## src/rtl/hamm_ecc_pkg.sv

```systemverilog
package hamm_ecc_pkg;
    localparam logic [7:0] CMD_CLEAR  = 8'hF4;
    localparam logic [7:0] CMD_ACCUM  = 8'hB4;
    localparam logic [7:0] CMD_RESULT = 8'hD4;
    localparam logic [7:0] CMD_DATA   = 8'h94;

    typedef enum logic [1:0] {
        MODE_DATA   = 2'd0,
        MODE_ACCUM  = 2'd1,
        MODE_RESULT = 2'd2
    } ecc_mode_e;
endpackage

```

## src/rtl/hamm_half_acc.sv

```systemverilog
module hamm_half_acc #(
    parameter int IDX_W = 8
) (
    input  logic               clk,
    input  logic               rst_n,
    input  logic               clr,
    input  logic               en,
    input  logic [IDX_W-1:0]   idx,
    input  logic [7:0]         din,
    output logic [2*IDX_W-1:0] lp,
    output logic [5:0]         cp
);
    localparam int LP_W = 2 * IDX_W;

    typedef struct packed {
        logic [LP_W-1:0] lp;
        logic [5:0]      cp;
    } acc_t;

    acc_t st_d, st_q;

    always_comb begin
        logic par;
        st_d = st_q;
        par  = ^din;
        if (clr) begin
            st_d = '0;
        end else if (en) begin
            for (int k = 0; k < IDX_W; k++) begin
                if (idx[k]) st_d.lp[2*k+1] = st_d.lp[2*k+1] ^ par;
                else        st_d.lp[2*k]   = st_d.lp[2*k]   ^ par;
            end
            for (int m = 0; m < 3; m++) begin
                for (int b = 0; b < 8; b++) begin
                    if (((b >> m) & 1) == 1) st_d.cp[2*m+1] = st_d.cp[2*m+1] ^ din[b];
                    else                     st_d.cp[2*m]   = st_d.cp[2*m]   ^ din[b];
                end
            end
        end
    end

    always_ff @(posedge clk) begin
        if (!rst_n) st_q <= '0;
        else        st_q <= st_d;
    end

    assign lp = st_q.lp;
    assign cp = st_q.cp;
endmodule

```

## src/rtl/hamm_result_mux.sv

```systemverilog
module hamm_result_mux #(
    parameter int LP_W = 16
) (
    input  logic            show,
    input  logic [1:0]      ptr,
    input  logic [LP_W-1:0] lp_a,
    input  logic [5:0]      cp_a,
    input  logic [LP_W-1:0] lp_b,
    input  logic [5:0]      cp_b,
    output logic [15:0]     word
);
    logic [15:0] la, lb;
    logic [7:0]  col_a, col_b;

    always_comb begin
        la    = 16'(lp_a);
        lb    = 16'(lp_b);
        col_a = {cp_a, 2'b11};
        col_b = {cp_b, 2'b11};
        word  = 16'h0000;
        if (show) begin
            case (ptr)
                2'd0:    word = la;
                2'd1:    word = {lb[7:0], col_a};
                2'd2:    word = {col_b, lb[15:8]};
                default: word = 16'h0000;
            endcase
        end
    end
endmodule

```

## src/rtl/hamm_sector_ecc.sv

```systemverilog
module hamm_sector_ecc #(
    parameter int HALF_BYTES = 256
) (
    input  logic        clk,
    input  logic        rst_n,
    input  logic        mode_wr,
    input  logic [7:0]  mode_cmd,
    input  logic        data_wr,
    input  logic [7:0]  data_byte,
    input  logic        data_rd,
    output logic [15:0] rd_word
);
    import hamm_ecc_pkg::*;

    localparam int IDX_W  = $clog2(HALF_BYTES);
    localparam int LP_W   = 2 * IDX_W;
    localparam int CNT_W  = IDX_W + 2;
    localparam int HALVES = 2;

    typedef struct packed {
        ecc_mode_e        mode;
        logic [CNT_W-1:0] count;
        logic [1:0]       ptr;
    } ctl_t;

    ctl_t st_d, st_q;
    logic clr_d;
    logic take_d;

    always_comb begin
        st_d   = st_q;
        clr_d  = 1'b0;
        if (mode_wr) begin
            case (mode_cmd)
                CMD_CLEAR: begin
                    clr_d      = 1'b1;
                    st_d.count = '0;
                    st_d.ptr   = 2'd0;
                    st_d.mode  = MODE_DATA;
                end
                CMD_ACCUM:  st_d.mode = MODE_ACCUM;
                CMD_RESULT: begin
                    st_d.mode = MODE_RESULT;
                    st_d.ptr  = 2'd0;
                end
                CMD_DATA:   st_d.mode = MODE_DATA;
                default:    ;
            endcase
        end
        take_d = data_wr && (st_q.mode == MODE_ACCUM) && !st_q.count[CNT_W-1] && !clr_d;
        if (take_d) st_d.count = st_q.count + 1'b1;
        if (data_rd && !mode_wr && st_q.mode == MODE_RESULT)
            st_d.ptr = (st_q.ptr == 2'd2) ? 2'd0 : st_q.ptr + 2'd1;
    end

    always_ff @(posedge clk) begin
        if (!rst_n) begin
            st_q.mode  <= MODE_DATA;
            st_q.count <= '0;
            st_q.ptr   <= 2'd0;
        end else begin
            st_q <= st_d;
        end
    end

    logic [LP_W-1:0] lp_h [HALVES];
    logic [5:0]      cp_h [HALVES];

    for (genvar h = 0; h < HALVES; h++) begin : g_half
        hamm_half_acc #(.IDX_W(IDX_W)) acc_i (
            .clk  (clk),
            .rst_n(rst_n),
            .clr  (clr_d),
            .en   (take_d && (st_q.count[IDX_W] == h[0])),
            .idx  (st_q.count[IDX_W-1:0]),
            .din  (data_byte),
            .lp   (lp_h[h]),
            .cp   (cp_h[h])
        );
    end

    hamm_result_mux #(.LP_W(LP_W)) mux_i (
        .show(st_q.mode == MODE_RESULT),
        .ptr (st_q.ptr),
        .lp_a(lp_h[0]),
        .cp_a(cp_h[0]),
        .lp_b(lp_h[1]),
        .cp_b(cp_h[1]),
        .word(rd_word)
    );

    ecc_mode_e        mode_q;
    logic [CNT_W-1:0] count_q;
    logic [1:0]       ptr_q;
    assign mode_q  = st_q.mode;
    assign count_q = st_q.count;
    assign ptr_q   = st_q.ptr;
endmodule

```

## config.mk

```make
export PLATFORM = sky130hd
export DESIGN_NAME = hamm_sector_ecc
export DESIGN_NICKNAME = d
export VERILOG_FILES = /design/src/rtl/hamm_ecc_pkg.sv /design/src/rtl/hamm_half_acc.sv /design/src/rtl/hamm_result_mux.sv /design/src/rtl/hamm_sector_ecc.sv
export SDC_FILE = /design/constraint.sdc
export NUM_CORES = 1
export LEC_CHECK = 0
export BUFFER_PORTS_ARGS = -buffer_cell sky130_fd_sc_hd__buf_2
export CAP_MARGIN = 40
export CORE_MARGIN = 3
export CORE_UTILIZATION = 35
export CTS_BUF_LIST = sky130_fd_sc_hd__clkbuf_16
export DETAILED_ROUTE_END_ITERATION = 10
export RECOVER_POWER = 25
export SLEW_MARGIN = 20
export SYNTH_ARGS = -nofsm -noshare
export SYNTH_HDL_FRONTEND = slang
export SYNTH_SLANG_ARGS = --single-unit
```

## constraint.sdc

```tcl
create_clock -name clk -period 3.5 [get_ports clk]
set_input_delay 0.525 -clock clk [delete_from_list [all_inputs] [get_ports clk]]
set_output_delay 0.525 -clock clk [all_outputs]
set_load 0.01 [all_outputs]
```

* Word level (Yosys, flattened, before mapping) *
Cells that the tools add are included.

storage, ports and cells
  bits in registers = 58
  latch bits = 0
  memory bits (writable) = 0
  ROM bits = 0
  input port bits = 21
  logic and storage cells = 275
  memories = 0

operators by class
  add/sub/neg operators = 2
  $mul = 0
  divide/modulo/power cells = 0
  order comparisons = 0
  equality and inequality tests = 8
  shift-type cells = 0
  muxes and demuxes = 83
  bitwise logic cells = 90
  reductions and logical operators = 55

operators by type and width
  cell                                           count
  XOR 1 bit                                      80
  2-to-1 mux 1 bit                               74
  AND reduction 2 bit                            35
  case mux 16 bit (3 select lines)               1
  == test 8 bit, second input constant           4
  2-to-1 mux 10 bit                              2
  2-to-1 mux 16 bit                              1
  2-to-1 mux 12 bit                              1
  adder 10 x 1 -> 10 bit, second input constant  1
  inverter 1 bit                                 10
  nonzero test 2 bit                             4
  XOR reduction 8 bit                            1
  logical AND 1 bit                              7
  2-to-1 mux 2 bit                               3
  case mux 2 bit (3 select lines)                1
  OR reduction 2 bit                             3
  == test 2 x 1 -> 1 bit, second input constant  2
  == test 2 bit, second input constant           2
  zero test 1 bit                                3
  nonzero test 3 bit                             1
  adder 2 x 1 -> 2 bit, second input constant    1
  zero test 2 bit                                1

* Logic depth before layout (Yosys ltp) *
Gate-level depths: netlist of run 1.

  word-level depth = 15
  gate-level depth with buffers = 8

* Hierarchy *
From an unflattened synthesis of run 1, not the netlist that was laid out.

second synthesis, totals
  cell total of the unflattened synthesis = 384
  area total of the unflattened synthesis = 3490.8 µm²

modules (own cells, without submodules)
  module           times used  cells each  area an instance (µm²)  seq. area each (µm²)
  hamm_half_acc    2           121         1141.1                  440.4
  hamm_sector_ecc  1           74          740.7                   280.3
  hamm_result_mux  1           68          467.9                   0.0

* Worst setup path after synthesis of run 1 *
No wires, ideal clock.

  kind = register to output
  from = reg ptr_q[0] (netlist name)
  to = out rd_word[8]
  arrival time = 1.497 ns
  required time = 2.975 ns
  path slack = 1.478 ns
  cell stages (with the launch flop) = 6
  path buffers = 3
  cells stage by stage = dfxtp_1 -> clkbuf_1 -> buf_1 -> clkbuf_1 -> a21oi_1 -> nor2_1

on the way
  longest elaborated chain between the ends = 3

ends and longest elaborated chain
  element                                RTL line               RTL
  == test 2 bit (tied with other cells)  hamm_result_mux.sv:22  case (ptr)
  case mux 16 bit (3 select lines) *     hamm_result_mux.sv:22
  2-to-1 mux 16 bit *                    hamm_result_mux.sv:21  if (show) begin
  end, declared                          hamm_sector_ecc.sv:11  output logic [15:0] rd_word

Every way passes the cells marked *; elsewhere a longest branch is shown, timed or not.

* Worst setup path after layout of run 1 *
  from = in rst_n
  to = reg g_half[0].acc_i.st_q, in the netlist g_half[0].acc_i.lp[8]

on the way
  longest elaborated chain between the ends = 2

ends and longest elaborated chain
  element                              RTL line              RTL
  start, declared                      hamm_sector_ecc.sv:5  input logic rst_n,
  inverter 1 bit (no source line)      n/a
  OR reduction 2 bit (no source line)  n/a
  end signal, assigned                 hamm_half_acc.sv:44   else st_q <= st_d;
  end, declared                        hamm_half_acc.sv:20   acc_t st_d, st_q;

Every way passes these cells.
A chain may end at the register's enable or synchronous reset.

==> summary.txt, run 1 <==
Timing
  • Fin crit share: 0.769
  • Worst-margin pin slew: 1360 ps
  • Fmax: 0.372 GHz
  • Min Tclk post-route: 2690 ps
  • Final setup margin: 808 ps
  • Total negative slack: 0 ps
  • RSZ-0062 raised after global routing: false
  • Final Setup Violations: 0
  • Worst clock skew: 2.75 ps
  • Hold Fails Final Rpt: 0
  • Final Max Slew Viols: 0
  • Max-slew headroom: 0.0914

Placed design
  • DP HPWL: approximately 5800 um
  • # port buffers: 36
  • Post-placement setup slack: ~1300 ps
  • Post-DP Area: 0.00363 sq mm
  • Dpl cells: approximately 560
  • GP Congestion: 0.721

Hold path
  • Worst Hold Launch: mode_cmd[5]
  • WHS Path Cells: 3
  • Worst hold path class: in2reg
  • Hold EP: mode_q[0]$_SDFFE_PN0P_

Setup path
  • Critical R2R Launch: count_q[9]$_SDFFE_PN0P_
  • CP arrival: 2950 ps
  • Crit Reg-Reg Endpoint: g_half[1].acc_i.lp[5]$_SDFFE_PP0P_
  • Reg2Reg Depth: 5
  • Crit. End Element: flop
  • Worst R2R Setup Slack: between 1500 and 2000 ps
  • CP max FO: 36
  • Crit Path Class: in2reg
  • Worst Path Required: roughly 3800 ps
  • Crit start category: primary input

Synth
  • Area leader, netlist: dfxtp_1
  • Synth Register Bits: 58
  • Distinct cell type count after synthesis: 30
  • Syn Std Cell Area: 0.00337 sq mm
  • Yosys warns: 0
  • Syn Nets: 453
  • Mapped Cells: 431
  • Post-synthesis area per instance: 7.83 sq um
  • Synth top area cells: dfxtp_1 34%, nor2_1 8.3%, xnor2_1 7.5%
  • Post-synth top area share: 0.344
  • Sequential element share of the synthesized area: 0.344

Final layout
  • Nets: 467
  • Fillers: 958
  • Ant diodes: 0
  • Layout cells sized above 1: 0.136
  • Finished Cell Area: 0.00395 sq mm
  • Final cell count without fillers: between 500 and 600
  • Synth-to-Final Area Change: 17.1%
  • Most frequent cells in the layout: 75 x nor2_1, 58 x dfxtp_1, 41 x nand2_1, 35 x buf_2, 28 x xnor2_1
  • Most common cell after layout, fill and taps aside: nor2_1

Detailed routing
  • Routed Antenna Nets: 0
  • DR pass1 iterations: 4
  • Wire per inst: ~16 um
  • Vias per cell: 5.59
  • DR DRC count: 0
  • Final WL: 9150 um
  • Drt initial violations: 207
  • Via count: 3,239

Pwr
  • Overall power: 1780 uW
  • Pwr/cell area: 450 mW/mm^2
  • Leakage power: 0.00138 uW
  • Peak supply drop: 0.268 mV

CTS
  • Clk sinks: 58
  • CTS Buf Count: 9
  • Post-CTS Setup Repair Bufs: 0
  • Post-cts sizing count: 0
  • TritonCTS clock tree: done
  • Htree depth: 3
  • Hold Buf Count CTS: 0
  • Bufs on Longest Clock Path: 2
  • Clock slew at reported path FFs: 50 ps
  • Clk root buf: clkbuf_16
  • Worst skew pair latency: between 300 and 400 ps

Die
  • Full die area: roughly 0.011 sq mm
  • Core ar.: a little over 0.009 sq mm
  • DIE HEIGHT: 104 um
  • Ports: 37
  • Initial Util: 0.363
  • Die W: 104 um
  • FP Rows: 35

Global route
  • Vias in the first global route: around 3,000
  • Largest net degree at the start of global routing: 57
  • Total GRT Usage: 0.169
  • Initial antenna violation count: 0
  • Total congestion overflow: 0
  • First-pass GRT wire length: 15,100 um

Job
  • Max_cap viols: 0

Outcome
  • Status: completed
[layer usage]
| layer | GRT usage | up-vias | part of all wire | routed length, um |
|---|---|---|---|---|
| li1 | - | 1570 | - | - |
| met1 | 0.231 | 1555 | 0.48 | 4380 |
| met4 | 0.0332 | 0 | 0.0043 | 39 |
| met2 | 0.270 | 108 | 0.46 | 4210 |
| met5 | 0 | - | 0 | 0 |
| met3 | 0.0428 | 6 | 0.057 | 520 |
[per-stage QoR]
step	hold slack [ps]	utilization
floorplan	452	-
global placement	464	0.391
detailed placement	475	0.391
CTS	458	0.424
global route	513	0.425
finish	459	0.425
[cell families (layout without fill, tap and decap cells)]
kind of cell	count (synthesis)	count (layout)	synth area share
AOI/OAI and AO/OA	67	67	0.138
xor gates and xnor gates	33	33	0.0856
adders and majority gates	1	1	0.00371
buffers and inverters	44	63	0.0530
DFF	58	58	0.344
muxes	14	14	0.0415
and+or+nand+nor	214	214	0.334
[where the power goes]
part	switching, uW	internal [uW]	leakage (uW)	total [uW]
sequential	0.423	661	0.000467	662
combinational	149	49.4	0.000762	199
clock	304	614	0.000154	919
[synthesized netlist by cell type]
master,number
nand4_1,12
nor3b_1,5
or3_1,19
a31o_2,1
buf_6,1
buf_1,7
buf_2,4
nand2_1,41
and4bb_2,1
nor2_1,75
xor2_1,4
and2_1,2
nand4b_1,24
xnor2_1,29
nor2b_1,3
o21ai_0,11
mux2i_1,14
nor3_1,11
a31oi_1,2
o2111ai_1,24
o22a_1,9
and4_1,1
nand3b_1,17
inv_1,2
a21oi_1,20
dfxtp_1,58
clkbuf_1,29
nand3_1,3
clkbuf_2,1
ha_1,1
[sequential cells by signal, indices dropped and copies added (netlist names)]
signal           cells
g_half.acc_i.cp     12
ptr_q                2
g_half.acc_i.lp     32
count_q             10
mode_q               2
[critical path, stage by stage]
cell	delay, ps
clkbuf_1	970
inv_1	270
a31o_1	550
buf_12	310
nor2_1	100
nand4b_1	100
nand2_1	110
[layout make-up]
cell class              instances  area [sq um]  area share
multi-input cells             329          2050       0.518
flip-flops and latches         58          1160       0.294
repair buffers                 45           263      0.0665
clock buffers                   9           225      0.0570
well taps                     129           161      0.0409
clock inverters                 7          85.1      0.0215
inverters                       2          7.51     0.00190
[worst max-delay path by stage]
stage,from,slack [ps],endpoint,depth (start not counted)
4_1_cts,ptr_q[0]$_SDFFE_PN0P_,1040,rd_word[10],6
3_3_place_gp,data_byte[7],1280,g_half[1].acc_i.lp[3]$_SDFFE_PP0P_,7
6_report,rst_n,810,g_half[0].acc_i.lp[8]$_SDFFE_PP0P_,7
3_5_place_dp,data_byte[6],1260,g_half[1].acc_i.lp[13]$_SDFFE_PP0P_,7
2_1_floorplan,ptr_q[0]$_SDFFE_PN0P_,1480,rd_word[8],5
5_1_grt,rst_n,650,g_half[0].acc_i.lp[9]$_SDFFE_PP0P_,7
(Power assumes the default switching activity.)
==> run 2: changes to the inputs <==
clock period = 2.7 ns   (was 3.5 ns; I/O delays follow)
==> run 2 against run 1 <==
Worst setup slack worse by 310 ps. Sequential cell count stayed put. Via count is 2.5% lower. Wire length is 4.3% lower. Cell count is 0.69% higher. Sequential power is 30% higher. Sequential share of layout area is 0.056 points higher. Die area stayed put. Register-to-register slack worse by 770 ps. Critical path type is now reg2out.
==> summary.txt, run 2 (same netlist as run 1, synthesis figures left out) <==
Setup path
  • Crit Reg-Reg Endpoint: count_q[5]$_SDFFE_PN0P_
  • Cell mode on critical path: nor2_1
  • Reg2Reg Depth: 6
  • Crit. End Element: output pin
  • Max stage delay cell, worst path: dfxtp_1
  • Worst R2R Setup Slack: 840 ps
  • Worst Path Required: 2300 ps
  • CP max FO: 28
  • CP Buf/Inv Count: 2
  • Crit Path Class: reg2out
  • CP arrival: 1790 ps
  • CP max stage delay: 380 ps
  • Worst-path cell chain: buf_4, mux2i_1, nor2_1, a21oi_1, nor2_1, buf_2
  • Crit start category: flop
  • Crit-path leading delay family: buffers and inverters
  • Critical R2R Launch: count_q[9]$_SDFFE_PN0P_

Placed design
  • GP Congestion: 0.740
  • # port buffers: 36
  • Post-DP Area: 0.00370 sq mm
  • DP HPWL: around 5700 um

Detailed routing
  • Drt initial violations: 195
  • Routed Antenna Nets: 0
  • Vias per cell: between 5 and 6
  • DR pass1 iterations: 4
  • Via count: roughly 3,200
  • Wire per inst: approximately 15 um
  • DR DRC count: 0
  • Final WL: 8750 um

Final layout
  • Nets: between 400 and 500
  • Finished Cell Area: 0.00394 sq mm
  • Most common cell after layout, fill and taps aside: nor2_1
  • Most frequent cells in the layout: 75 x nor2_1, 58 x dfxtp_1, 41 x nand2_1, 36 x buf_2, 28 x xnor2_1
  • Ant diodes: 0
  • Max FFs per register: 32
  • Layout cells sized above 1: 0.141
  • Area of the multi-input gates: 0.00205 sq mm
  • Register area: 0.00116 sq mm
  • Fillers: 980
  • Synth-to-Final Area Change: 16.8%

Timing
  • Hold Fails Final Rpt: 0
  • Final Setup Violations: 0
  • Final Max Slew Viols: 0
  • Worst-margin pin slew: 796 ps
  • Fin crit share: 0.814
  • Total negative slack: 0 ps
  • Max-slew headroom: 0.469
  • Worst clock skew: around 7.7 ps
  • Fmax: 0.455 GHz
  • RSZ-0062 raised after global routing: false
  • Min Tclk post-route: 2200 ps

CTS
  • TritonCTS clock tree: done
  • Bufs on Longest Clock Path: 2
  • Worst skew pair latency: about 330 ps
  • Clk sinks: 58
  • Post-cts sizing count: 0
  • Clk root buf: clkbuf_16
  • Clock slew at reported path FFs: 50 ps
  • Post-CTS Setup Repair Bufs: 0
  • Htree depth: 3
  • CTS Buf Count: 9
  • Hold Buf Count CTS: 0

Job
  • Max_cap viols: 0

Global route
  • Initial antenna violation count: 0
  • Vias in the first global route: 3,056
  • Largest net degree at the start of global routing: 47
  • Global-route met3 utilization: 0.0372
  • GRT busiest layer: met2
  • M1 GR Usage: 0.234
  • Total congestion overflow: 0
  • Met2 usage: 0.262
  • Total GRT Usage: 0.168
  • First-pass GRT wire length: 15,000 um

Pwr
  • Pwr/cell area: between 500 and 600 mW/mm^2
  • Peak supply drop: 0.318 mV
  • Leakage power: 0.00139 uW
  • Overall power: 2080 uW

Die
  • Core ar.: 0.00928 sq mm
  • Full die area: roughly 0.011 sq mm
  • FP Rows: 35
  • Ports: 37
  • Initial Util: 0.363
  • Die W: 104 um
  • DIE HEIGHT: between 100 and 150 um

Outcome
  • Status: completed

Hold path
  • Hold EP: mode_q[0]$_SDFFE_PN0P_
  • WHS Path Cells: 3
  • Worst Hold Launch: mode_cmd[5]
  • Worst hold path class: in2reg
==> run 2: routing by layer <==
layer / share of wire / up-vias / wire length, um
li1: - / 1585 / -
met1: 0.47 / 1483 / 4140
met2: 0.45 / 82 / 3920
met3: 0.069 / 9 / 605
met4: 0.0093 / 0 / 81
met5: 0 / - / 0
==> run 2: area by class of cell <==
type | instances | share of cell area
multi-input cells | 329 | 0.519
flip-flops and latches | 58 | 0.295
repair buffers | 52 | 0.0825
clock buffers | 9 | 0.0571
well taps | 129 | 0.0409
clock inverters | 4 | 0.00381
inverters | 2 | 0.00190
==> run 2: through the flow <==
step	instances	hold WS [ps]	utilization	setup WS, ps
2_1_floorplan	431	452	-	798
3_3_place_gp	570	465	0.399	716
3_5_place_dp	570	476	0.399	666
4_1_cts	583	338	0.425	478
5_1_grt	583	392	0.425	371
6_report	583	338	0.425	503
==> run 2: power by group <==
part,total [uW],switching [uW],internal [uW]
registers,859,0.505,859
clock network,947,358,589
logic,275,193,81.4
total,2080,552,1530
==> run 2: worst max-delay path by stage <==
stage                                      from                                  end  slack, ps  cells after the start
after floorplan           ptr_q[0]$_SDFFE_PN0P_                           rd_word[8]        800                      5
after global placement              mode_cmd[1]   g_half[1].acc_i.lp[4]$_SDFFE_PP0P_        720                      6
after detailed placement            mode_cmd[1]  g_half[0].acc_i.lp[12]$_SDFFE_PP0P_        670                      6
after CTS                 ptr_q[0]$_SDFFE_PN0P_                          rd_word[11]        480                      6
after global routing      ptr_q[0]$_SDFFE_PN0P_                          rd_word[10]        370                      6
final                     ptr_q[0]$_SDFFE_PN0P_                          rd_word[10]        500                      6
==> run 2: worst register-to-register path, stage by stage (launching register included) <==
cell	delay (ps)
dfxtp_1	330
nor2_1	100
nand3_1	500
buf_4	370
nor3_1	230
xnor2_1	160
nor2_1	60
